`src/rtl/irq_agg_pkg.sv`:
```
package irq_agg_pkg;

    localparam int unsigned IRQ_W  = 32;
    localparam int unsigned OFS_W  = 8;

    // Register offsets
    localparam logic [OFS_W-1:0] OFS_STATUS = 8'h40;
    localparam logic [OFS_W-1:0] OFS_INJECT = 8'h44;
    localparam logic [OFS_W-1:0] OFS_MASK   = 8'h48;

    // Event bit positions
    localparam int unsigned EV_ENC_CAP_START = 31;
    localparam int unsigned EV_ENC_EOS       = 30;
    localparam int unsigned EV_ENC_DMA_DONE  = 27;
    localparam int unsigned EV_DEC_DATA_REQ  = 22;
    localparam int unsigned EV_DEC_DMA_DONE  = 20;
    localparam int unsigned EV_DEC_LIST_ERR  = 18;

    // Positions with no source: bits 26 and 23
    localparam logic [IRQ_W-1:0] UNUSED_BITS = (IRQ_W'(1) << 26) | (IRQ_W'(1) << 23);

    typedef enum logic [1:0] {
        SEL_NONE,
        SEL_STATUS,
        SEL_INJECT,
        SEL_MASK
    } reg_sel_e;

endpackage

```
`src/rtl/irq_status_bank.sv`:
```
module irq_status_bank #(
    parameter int unsigned     W      = 32,
    parameter logic [W-1:0]    UNUSED = '0
) (
    input  logic         clk,
    input  logic         rst_n,
    input  logic [W-1:0] event_in,
    input  logic [W-1:0] set_vec,
    input  logic [W-1:0] clr_vec,
    output logic [W-1:0] status_q
);

    typedef struct packed {
        logic [W-1:0] status;
    } bank_t;

    bank_t st_d, st_q;

    always_comb begin
        st_d = st_q;
        // clear first, then OR in events and injections so they win
        st_d.status = (st_q.status & ~clr_vec) | event_in | set_vec;
        st_d.status = st_d.status & ~UNUSED;
    end

    always_ff @(posedge clk or negedge rst_n) begin
        if (!rst_n) begin
            st_q <= '0;
        end else begin
            st_q <= st_d;
        end
    end

    assign status_q = st_q.status;

    AST_EVENT_LATCH: assert property (@(posedge clk) disable iff (!rst_n)
        (|(event_in & ~UNUSED)) |=>
        ((status_q & $past(event_in & ~UNUSED)) == $past(event_in & ~UNUSED)));

    AST_EVENT_BEATS_CLEAR: assert property (@(posedge clk) disable iff (!rst_n)
        (|(event_in & clr_vec & ~UNUSED)) |=>
        ((status_q & $past(event_in & clr_vec & ~UNUSED)) != '0));

    AST_CLEAR_TAKES: assert property (@(posedge clk) disable iff (!rst_n)
        (|(clr_vec & ~event_in & ~set_vec)) |=>
        ((status_q & $past(clr_vec & ~event_in & ~set_vec)) == '0));

    AST_INJECT_SETS: assert property (@(posedge clk) disable iff (!rst_n)
        (|(set_vec & ~UNUSED)) |=>
        ((status_q & $past(set_vec & ~UNUSED)) == $past(set_vec & ~UNUSED)));

endmodule

```
`src/rtl/irq_mask_reg.sv`:
```
module irq_mask_reg #(
    parameter int unsigned W = 32
) (
    input  logic         clk,
    input  logic         rst_n,
    input  logic         wr_en,
    input  logic [W-1:0] wdata,
    output logic [W-1:0] mask_q
);

    typedef struct packed {
        logic [W-1:0] mask;
    } mreg_t;

    mreg_t m_d, m_q;

    always_comb begin
        m_d = m_q;
        if (wr_en) begin
            m_d.mask = wdata;
        end
    end

    always_ff @(posedge clk or negedge rst_n) begin
        if (!rst_n) begin
            m_q <= '{mask: '1};
        end else begin
            m_q <= m_d;
        end
    end

    assign mask_q = m_q.mask;

    AST_MASK_WRITE: assert property (@(posedge clk) disable iff (!rst_n)
        wr_en |=> (mask_q == $past(wdata)));

    AST_MASK_HOLD: assert property (@(posedge clk) disable iff (!rst_n)
        !wr_en |=> $stable(mask_q));

endmodule

```
`src/rtl/irq_out_stage.sv`:
```
module irq_out_stage #(
    parameter int unsigned W = 32
) (
    input  logic         clk,
    input  logic         rst_n,
    input  logic [W-1:0] status,
    input  logic [W-1:0] mask,
    output logic         irq_q
);

    typedef struct packed {
        logic irq;
    } out_t;

    out_t o_d, o_q;

    always_comb begin
        o_d     = o_q;
        o_d.irq = |(status & ~mask);
    end

    always_ff @(posedge clk or negedge rst_n) begin
        if (!rst_n) begin
            o_q <= '0;
        end else begin
            o_q <= o_d;
        end
    end

    assign irq_q = o_q.irq;

    AST_IRQ_FOLLOWS: assert property (@(posedge clk) disable iff (!rst_n)
        (|(status & ~mask)) |=> irq_q);

    AST_IRQ_QUIET: assert property (@(posedge clk) disable iff (!rst_n)
        ((status & ~mask) == '0) |=> !irq_q);

endmodule

```
`src/rtl/irq_agg_unit.sv`:
```
module irq_agg_unit
    import irq_agg_pkg::*;
#(
    parameter int unsigned    DATA_W = IRQ_W,
    parameter int unsigned    ADDR_W = OFS_W,
    parameter logic [ADDR_W-1:0] STATUS_OFS = OFS_STATUS,
    parameter logic [ADDR_W-1:0] INJECT_OFS = OFS_INJECT,
    parameter logic [ADDR_W-1:0] MASK_OFS   = OFS_MASK
) (
    input  logic              clk,
    input  logic              rst_n,
    input  logic [ADDR_W-1:0] reg_addr,
    input  logic              reg_wr,
    input  logic [DATA_W-1:0] reg_wdata,
    output logic [DATA_W-1:0] reg_rdata,
    input  logic [DATA_W-1:0] event_in,
    output logic              irq_out
);

    localparam logic [DATA_W-1:0] UNUSED_MSK = DATA_W'(UNUSED_BITS);

    reg_sel_e          sel;
    logic [DATA_W-1:0] set_vec;
    logic [DATA_W-1:0] clr_vec;
    logic              mask_wr;
    logic [DATA_W-1:0] status_w;
    logic [DATA_W-1:0] mask_w;

    always_comb begin
        if (reg_addr == STATUS_OFS) begin
            sel = SEL_STATUS;
        end else if (reg_addr == INJECT_OFS) begin
            sel = SEL_INJECT;
        end else if (reg_addr == MASK_OFS) begin
            sel = SEL_MASK;
        end else begin
            sel = SEL_NONE;
        end
    end

    always_comb begin
        clr_vec = (reg_wr && sel == SEL_STATUS) ? reg_wdata : '0;
        set_vec = (reg_wr && sel == SEL_INJECT) ? reg_wdata : '0;
        mask_wr = reg_wr && (sel == SEL_MASK);
    end

    irq_status_bank #(.W(DATA_W), .UNUSED(UNUSED_MSK)) u_status (
        .clk      (clk),
        .rst_n    (rst_n),
        .event_in (event_in),
        .set_vec  (set_vec),
        .clr_vec  (clr_vec),
        .status_q (status_w)
    );

    irq_mask_reg #(.W(DATA_W)) u_mask (
        .clk    (clk),
        .rst_n  (rst_n),
        .wr_en  (mask_wr),
        .wdata  (reg_wdata),
        .mask_q (mask_w)
    );

    irq_out_stage #(.W(DATA_W)) u_out (
        .clk    (clk),
        .rst_n  (rst_n),
        .status (status_w),
        .mask   (mask_w),
        .irq_q  (irq_out)
    );

    always_comb begin
        unique case (sel)
            SEL_STATUS: reg_rdata = status_w;
            SEL_MASK:   reg_rdata = mask_w;
            default:    reg_rdata = '0;
        endcase
    end

    AST_UNUSED_ZERO: assert property (@(posedge clk) disable iff (!rst_n)
        (sel == SEL_STATUS) |-> ((reg_rdata & UNUSED_MSK) == '0));

    AST_INJECT_READS_ZERO: assert property (@(posedge clk) disable iff (!rst_n)
        (sel == SEL_INJECT) |-> (reg_rdata == '0));

    AST_STRAY_READS_ZERO: assert property (@(posedge clk) disable iff (!rst_n)
        (sel == SEL_NONE) |-> (reg_rdata == '0));

    AST_STRAY_WRITE_KEEPS: assert property (@(posedge clk) disable iff (!rst_n)
        (reg_wr && sel == SEL_NONE && event_in == '0) |=> $stable(status_w));

endmodule

```
`config.mk`:
```
export PLATFORM = sky130hd
export DESIGN_NAME = irq_agg_unit
export DESIGN_NICKNAME = d
export VERILOG_FILES = /design/src/rtl/irq_agg_pkg.sv /design/src/rtl/irq_status_bank.sv /design/src/rtl/irq_mask_reg.sv /design/src/rtl/irq_out_stage.sv /design/src/rtl/irq_agg_unit.sv
export SDC_FILE = /design/constraint.sdc
export NUM_CORES = 1
export LEC_CHECK = 0
export BUFFER_PORTS_ARGS = -buffer_cell sky130_fd_sc_hd__buf_2
export CORE_ASPECT_RATIO = 1.25
export CORE_UTILIZATION = 45
export CTS_CLUSTER_DIAMETER = 30
export DETAILED_ROUTE_END_ITERATION = 16
export PLACE_DENSITY = 0.76
export SETUP_SLACK_MARGIN = 0.1
export SLEW_MARGIN = 20
export SYNTH_ARGS = -nofsm -noshare
export SYNTH_HDL_FRONTEND = slang
export SYNTH_SLANG_ARGS = --single-unit
```
`constraint.sdc`:
```
create_clock -name clk -period 1.1 [get_ports clk]
set_input_delay 0 -clock clk [delete_from_list [all_inputs] [get_ports clk]]
set_output_delay 0 -clock clk [all_outputs]
set_load 0.02 [all_outputs]
```
==> metrics.txt <==
# TYPE chip_impl_metric gauge
chip_impl_info{name="hold_class",value="primary input to asynchronous set/reset pin"} 1
chip_impl_info{name="synth.largest_area_cell",value="sky130_fd_sc_hd__dfstp_2"} 1
chip_impl_metric{name="mapped_area",unit="mm^2"} 0.003177
chip_impl_metric{name="grt_first_pass_wirelength",unit="um"} 16940
chip_impl_info{name="top_post_synthesis_cells_by_area",value="sky130_fd_sc_hd__dfstp_2 (26%), sky130_fd_sc_hd__dfrtp_1 (24%), sky130_fd_sc_hd__a221o_1 (9.5%)"} 1
chip_impl_metric{name="post_drt_wl_per_cell",unit="um"} 20.58
chip_impl_metric{name="hold_viol",unit=""} 0
chip_impl_metric{name="final_layout_size_suffix_gt1_frac",unit=""} 0.5366
chip_impl_info{name="critical_path.most_common_cell",value="sky130_fd_sc_hd__buf_6"} 1
chip_impl_metric{name="finalWeightedCongestion",unit=""} 0.7851
chip_impl_info{name="cts_tree",value="built"} 1
chip_impl_metric{name="grt_max_degree",unit=""} 64
chip_impl_metric{name="via_per_inst",unit=""} 5.627
chip_impl_metric{name="route.antenna.remaining_nets",unit=""} 0
chip_impl_metric{name="combPwrFrac",unit=""} 0.123
chip_impl_metric{name="floorplan.die_area",unit="mm^2"} 0.007402
chip_impl_info{name="synthFlopType",value="sky130_fd_sc_hd__dfstp_2"} 1
chip_impl_info{name="critPathKind",value="primary input to flop"} 1
chip_impl_metric{name="synth-seq-cells",unit=""} 63
chip_impl_metric{name="clk_pin_slew_worst_paths",unit="ps"} 80
chip_impl_metric{name="achievable-frequency",unit="MHz"} 629.8
chip_impl_metric{name="place_area",unit="mm^2"} 0.004154
chip_impl_metric{name="io_pins",unit=""} 108
chip_impl_info{name="cts_root_buf",value="sky130_fd_sc_hd__clkbuf_8"} 1
chip_impl_metric{name="net-switching-power",unit="mW"} 1.215
chip_impl_metric{name="slew_headroom",unit=""} 0.6850
chip_impl_metric{name="groute.layer.met3.usage",unit=""} 0.05118
chip_impl_metric{name="grt_pass1_vias",unit=""} 3434
chip_impl_metric{name="final-setup-viol-count",unit=""} 95
chip_impl_metric{name="initial_antenna_violation_count",unit=""} 0
chip_impl_metric{name="p_sw_frac",unit=""} 0.2285
chip_impl_metric{name="ys_warn_count",unit=""} 0
chip_impl_metric{name="mappedNetlistNets",unit=""} 339
chip_impl_info{name="failing_checks",value="negative setup slack"} 1
chip_impl_metric{name="synth_top_cell_area_share",unit=""} 0.2647
chip_impl_metric{name="grtUsageTotal",unit=""} 0.3047
chip_impl_info{name="timing.critical_path.max_delay_family",value="simple AND/OR/NAND/NOR gates"} 1
chip_impl_metric{name="number_of_maximum_capacitance_constraint_violations",unit=""} 0
chip_impl_metric{name="synthesis.instances",unit=""} 264
chip_impl_metric{name="drt_drc_violations_left",unit=""} 0
chip_impl_info{name="worst_path_max_delay_cell",value="sky130_fd_sc_hd__or4_4"} 1
chip_impl_metric{name="pwr-share-seq",unit=""} 0.463
chip_impl_metric{name="clock_network_latency_to_the_later_pin_of_the_worst_skew_pair",unit="ps"} 340
chip_impl_metric{name="grt_remaining_overflow",unit=""} 0
chip_impl_info{name="top_usage_layer",value="met2"} 1
chip_impl_metric{name="dieWidth",unit="um"} 77.15
chip_impl_metric{name="area_growth_syn_to_layout",unit="%"} 74.28
chip_impl_metric{name="hold_slack",unit="ps"} 190.9
chip_impl_metric{name="fin_nets",unit=""} 563
chip_impl_info{name="rsz0062_at_grt",value="true"} 1
chip_impl_info{name="ordered_list_of_cells_on_the_worst_path",value="buf_6, or4_4, buf_4, buf_6, nor4_4, buf_6, clkbuf_16, nand2_1, a221o_1"} 1
chip_impl_metric{name="timing.critical_path.required",unit="ps"} 1330
chip_impl_metric{name="post-route-period-util",unit=""} 1.443
chip_impl_metric{name="internal_power",unit="mW"} 4.104
chip_impl_info{name="status",value="finished with violations"} 1
chip_impl_metric{name="port_buffers",unit=""} 105
chip_impl_metric{name="layout.cells.non_filler",unit=""} 579
chip_impl_metric{name="finalClockSkew",unit="ps"} 10.64
chip_impl_metric{name="async_flop_share",unit=""} 1.000
chip_impl_metric{name="core_area",unit="mm^2"} 0.006689
chip_impl_metric{name="drt_pre_antenna_iters",unit=""} 4
chip_impl_metric{name="routed_wl",unit="um"} 11920
chip_impl_metric{name="layout_setup_ws",unit="ps"} -487.7
chip_impl_metric{name="footprint_of_the_multi_input_gates",unit="mm^2"} 0.001466
chip_impl_metric{name="num_antenna_cells",unit=""} 0
chip_impl_metric{name="ys_types",unit=""} 28
chip_impl_metric{name="crit_arrival",unit="ps"} 1820
chip_impl_metric{name="groute.layer.met2.usage",unit=""} 0.5767
chip_impl_metric{name="ir_worst_vdd",unit="mV"} 0.7058
chip_impl_metric{name="cts-buffers-inserted",unit=""} 9
chip_impl_metric{name="placement_rows",unit=""} 33
chip_impl_metric{name="cpPeakStageDelay",unit="ps"} 530
chip_impl_metric{name="period_needed",unit="ps"} 1588
chip_impl_metric{name="area.sequential",unit="mm^2"} 0.001617
chip_impl_metric{name="filler_cell_count",unit=""} 330
chip_impl_metric{name="p_clk_frac",unit=""} 0.414
chip_impl_metric{name="clkSinkCount",unit=""} 63
chip_impl_metric{name="timing.critical_path.fanout_max",unit=""} 7
chip_impl_metric{name="timing_worst_slew_pin_value",unit="ps"} 468.2
chip_impl_metric{name="cts-htree-levels",unit=""} 3
chip_impl_metric{name="layout.cell_area.non_filler",unit="mm^2"} 0.005537
chip_impl_metric{name="power.density_cell_area",unit="mW/mm^2"} 960.7
chip_impl_info{name="timing.critical_path.from_type",value="primary input"} 1
chip_impl_metric{name="vias_post_dr",unit=""} 3258
chip_impl_metric{name="floorplan.initialDensity",unit=""} 0.4749
chip_impl_metric{name="placed_cells",unit=""} 489
chip_impl_metric{name="die_height",unit="um"} 95.94
chip_impl_metric{name="dp_hpwl",unit="um"} 5852
chip_impl_metric{name="synth-edff-count",unit=""} 0
chip_impl_metric{name="avgSynthCellArea",unit="um^2"} 12.03
chip_impl_metric{name="synth-seq-area-share",unit=""} 0.5089
chip_impl_metric{name="placement.setup.worst_slack",unit="ps"} -600.3
chip_impl_metric{name="number_of_max_slew_violations_in_the_final_report",unit=""} 0
chip_impl_metric{name="post-route-util",unit=""} 0.8277
chip_impl_info{name="worst_setup_end_kind",value="flop"} 1
chip_impl_metric{name="gr-usage-met1",unit=""} 0.3285
chip_impl_metric{name="cts.path.max_buffers",unit=""} 2
chip_impl_metric{name="cp_num_buf_inv",unit=""} 5
chip_impl_metric{name="cellLeakagePower",unit="nW"} 2.627
chip_impl_metric{name="drtIter0Drc",unit=""} 285
## final cells by class
type | count | share of cell area
Clock buffer | 13 | 0.03232
Clock inverter | 2 | 0.006780
Inverter | 28 | 0.01898
Multi-Input combinational cell | 157 | 0.2649
Sequential cell | 63 | 0.2920
Tap cell | 87 | 0.01966
Timing Repair Buffer | 229 | 0.3654
## synth_stat cells (2+ instances only)
library cell and n:
sky130_fd_sc_hd__mux2_1 5, sky130_fd_sc_hd__a22o_1 30, sky130_fd_sc_hd__a221o_1 30, sky130_fd_sc_hd__dfstp_2 32
sky130_fd_sc_hd__mux2_4 10, sky130_fd_sc_hd__buf_2 4, sky130_fd_sc_hd__dfrtp_1 31, sky130_fd_sc_hd__nor4_1 3
sky130_fd_sc_hd__mux2_2 17, sky130_fd_sc_hd__o22ai_1 13, sky130_fd_sc_hd__clkbuf_1 4, sky130_fd_sc_hd__nand2b_1 3
sky130_fd_sc_hd__nand2_1 31, sky130_fd_sc_hd__inv_1 28, sky130_fd_sc_hd__nor3_1 3, sky130_fd_sc_hd__clkbuf_8 2
sky130_fd_sc_hd__buf_6 6, sky130_fd_sc_hd__and2_1 2
## path summary, 6_finish.rpt
path,cells past startpoint,startpoint,slack (ps),end
worst min register to register,1,u_status.status_q[28],550,u_status.status_q[28]
worst max register to register,3,u_mask.mask_q[8],-100,u_out.irq_q
worst max-delay path,9,reg_addr[0],-490,u_status.status_q[1]
min in group clk,6,reg_addr[3],310,u_status.status_q[25]
worst min-delay path,3,rst_n,190,u_status.status_q[4]
max in group asynchronous,3,rst_n,560,u_mask.mask_q[23]
## stage by stage
stage / power (mW) / setup TNS, ps
after floorplan: 2.591 / -24210
after global placement: 2.896 / -45760
after detailed placement: 2.912 / -47830
after CTS: 5.275 / -26780
after global routing: 5.498 / -42380
final: 5.319 / -39230
## repair_timing
item / CTS / global route
setup endpoints to repair: 95 / 95
setup buffers: 3 / 3
pin swaps: 22 / 22
hold buffers: 63 / 0
gates resized for setup: 74 / 20
gates cloned: 1 / 5
endpoints found under the hold margin: 125 / 0
## flip-flops by register name, indices dropped and copies added, names as in the netlist
| register | flops |
|---|---|
| u_mask.mask_q | 32 |
| u_status.status_q | 30 |
| u_out.irq_q | 1 |
## power groups by stage
stage                     registers [mW]  logic, mW  clock network [mW]
after global placement              2.49      0.410                   0
after detailed placement            2.49      0.421                   0
after global routing                2.47      0.701                2.33
final                               2.46      0.653                2.20
after CTS                           2.45      0.616                2.20
after floorplan                     2.49      0.100                   0
## metal layers
| layer | wire (um) | vias up |
|---|---|---|
| met5 | 0 | - |
| met4 | 349 | 0 |
| met3 | 713 | 29 |
| met2 | 6452 | 152 |
| met1 | 4401 | 1632 |
| li1 | - | 1445 |
## worst register-to-register path, stage by stage (launching register included)
cell and delay [ps]:
sky130_fd_sc_hd__dfstp_2 560, sky130_fd_sc_hd__o22ai_2 110, sky130_fd_sc_hd__nor4_2 300, sky130_fd_sc_hd__nand4_1 110
## kinds of logic after synthesis
group / Yosys count / share of synthesized area
DFF: 63 / 0.5089
and+or+nand+nor: 51 / 0.08625
buffers and inverters: 44 / 0.07404
AOI/OAI and AO/OA: 74 / 0.2056
muxes: 32 / 0.1252
## layout by cell type, fill, tap and decap left out, types with 2 or more instances in the layout
cell	Yosys	routed
sky130_fd_sc_hd__buf_8	0	2
sky130_fd_sc_hd__mux2_2	17	17
sky130_fd_sc_hd__buf_6	6	37
sky130_fd_sc_hd__buf_4	0	41
sky130_fd_sc_hd__dfrtp_1	31	31
sky130_fd_sc_hd__o22ai_2	0	2
sky130_fd_sc_hd__nand2_1	31	31
sky130_fd_sc_hd__nor3_2	0	2
sky130_fd_sc_hd__buf_2	4	74
sky130_fd_sc_hd__and2_2	0	2
sky130_fd_sc_hd__mux2_4	10	12
sky130_fd_sc_hd__nand2b_4	0	2
sky130_fd_sc_hd__dlygate4sd3_1	0	63
sky130_fd_sc_hd__clkbuf_8	2	13
sky130_fd_sc_hd__o22ai_1	13	10
sky130_fd_sc_hd__buf_12	0	7
sky130_fd_sc_hd__a22o_1	30	27
sky130_fd_sc_hd__nor4_2	0	2
sky130_fd_sc_hd__inv_1	28	28
sky130_fd_sc_hd__clkbuf_16	0	4
sky130_fd_sc_hd__mux2_1	5	3
sky130_fd_sc_hd__dfstp_2	32	32
sky130_fd_sc_hd__a221o_1	30	30
sky130_fd_sc_hd__a22o_4	0	3
Note: power is estimated with default switching activity, not from simulation.
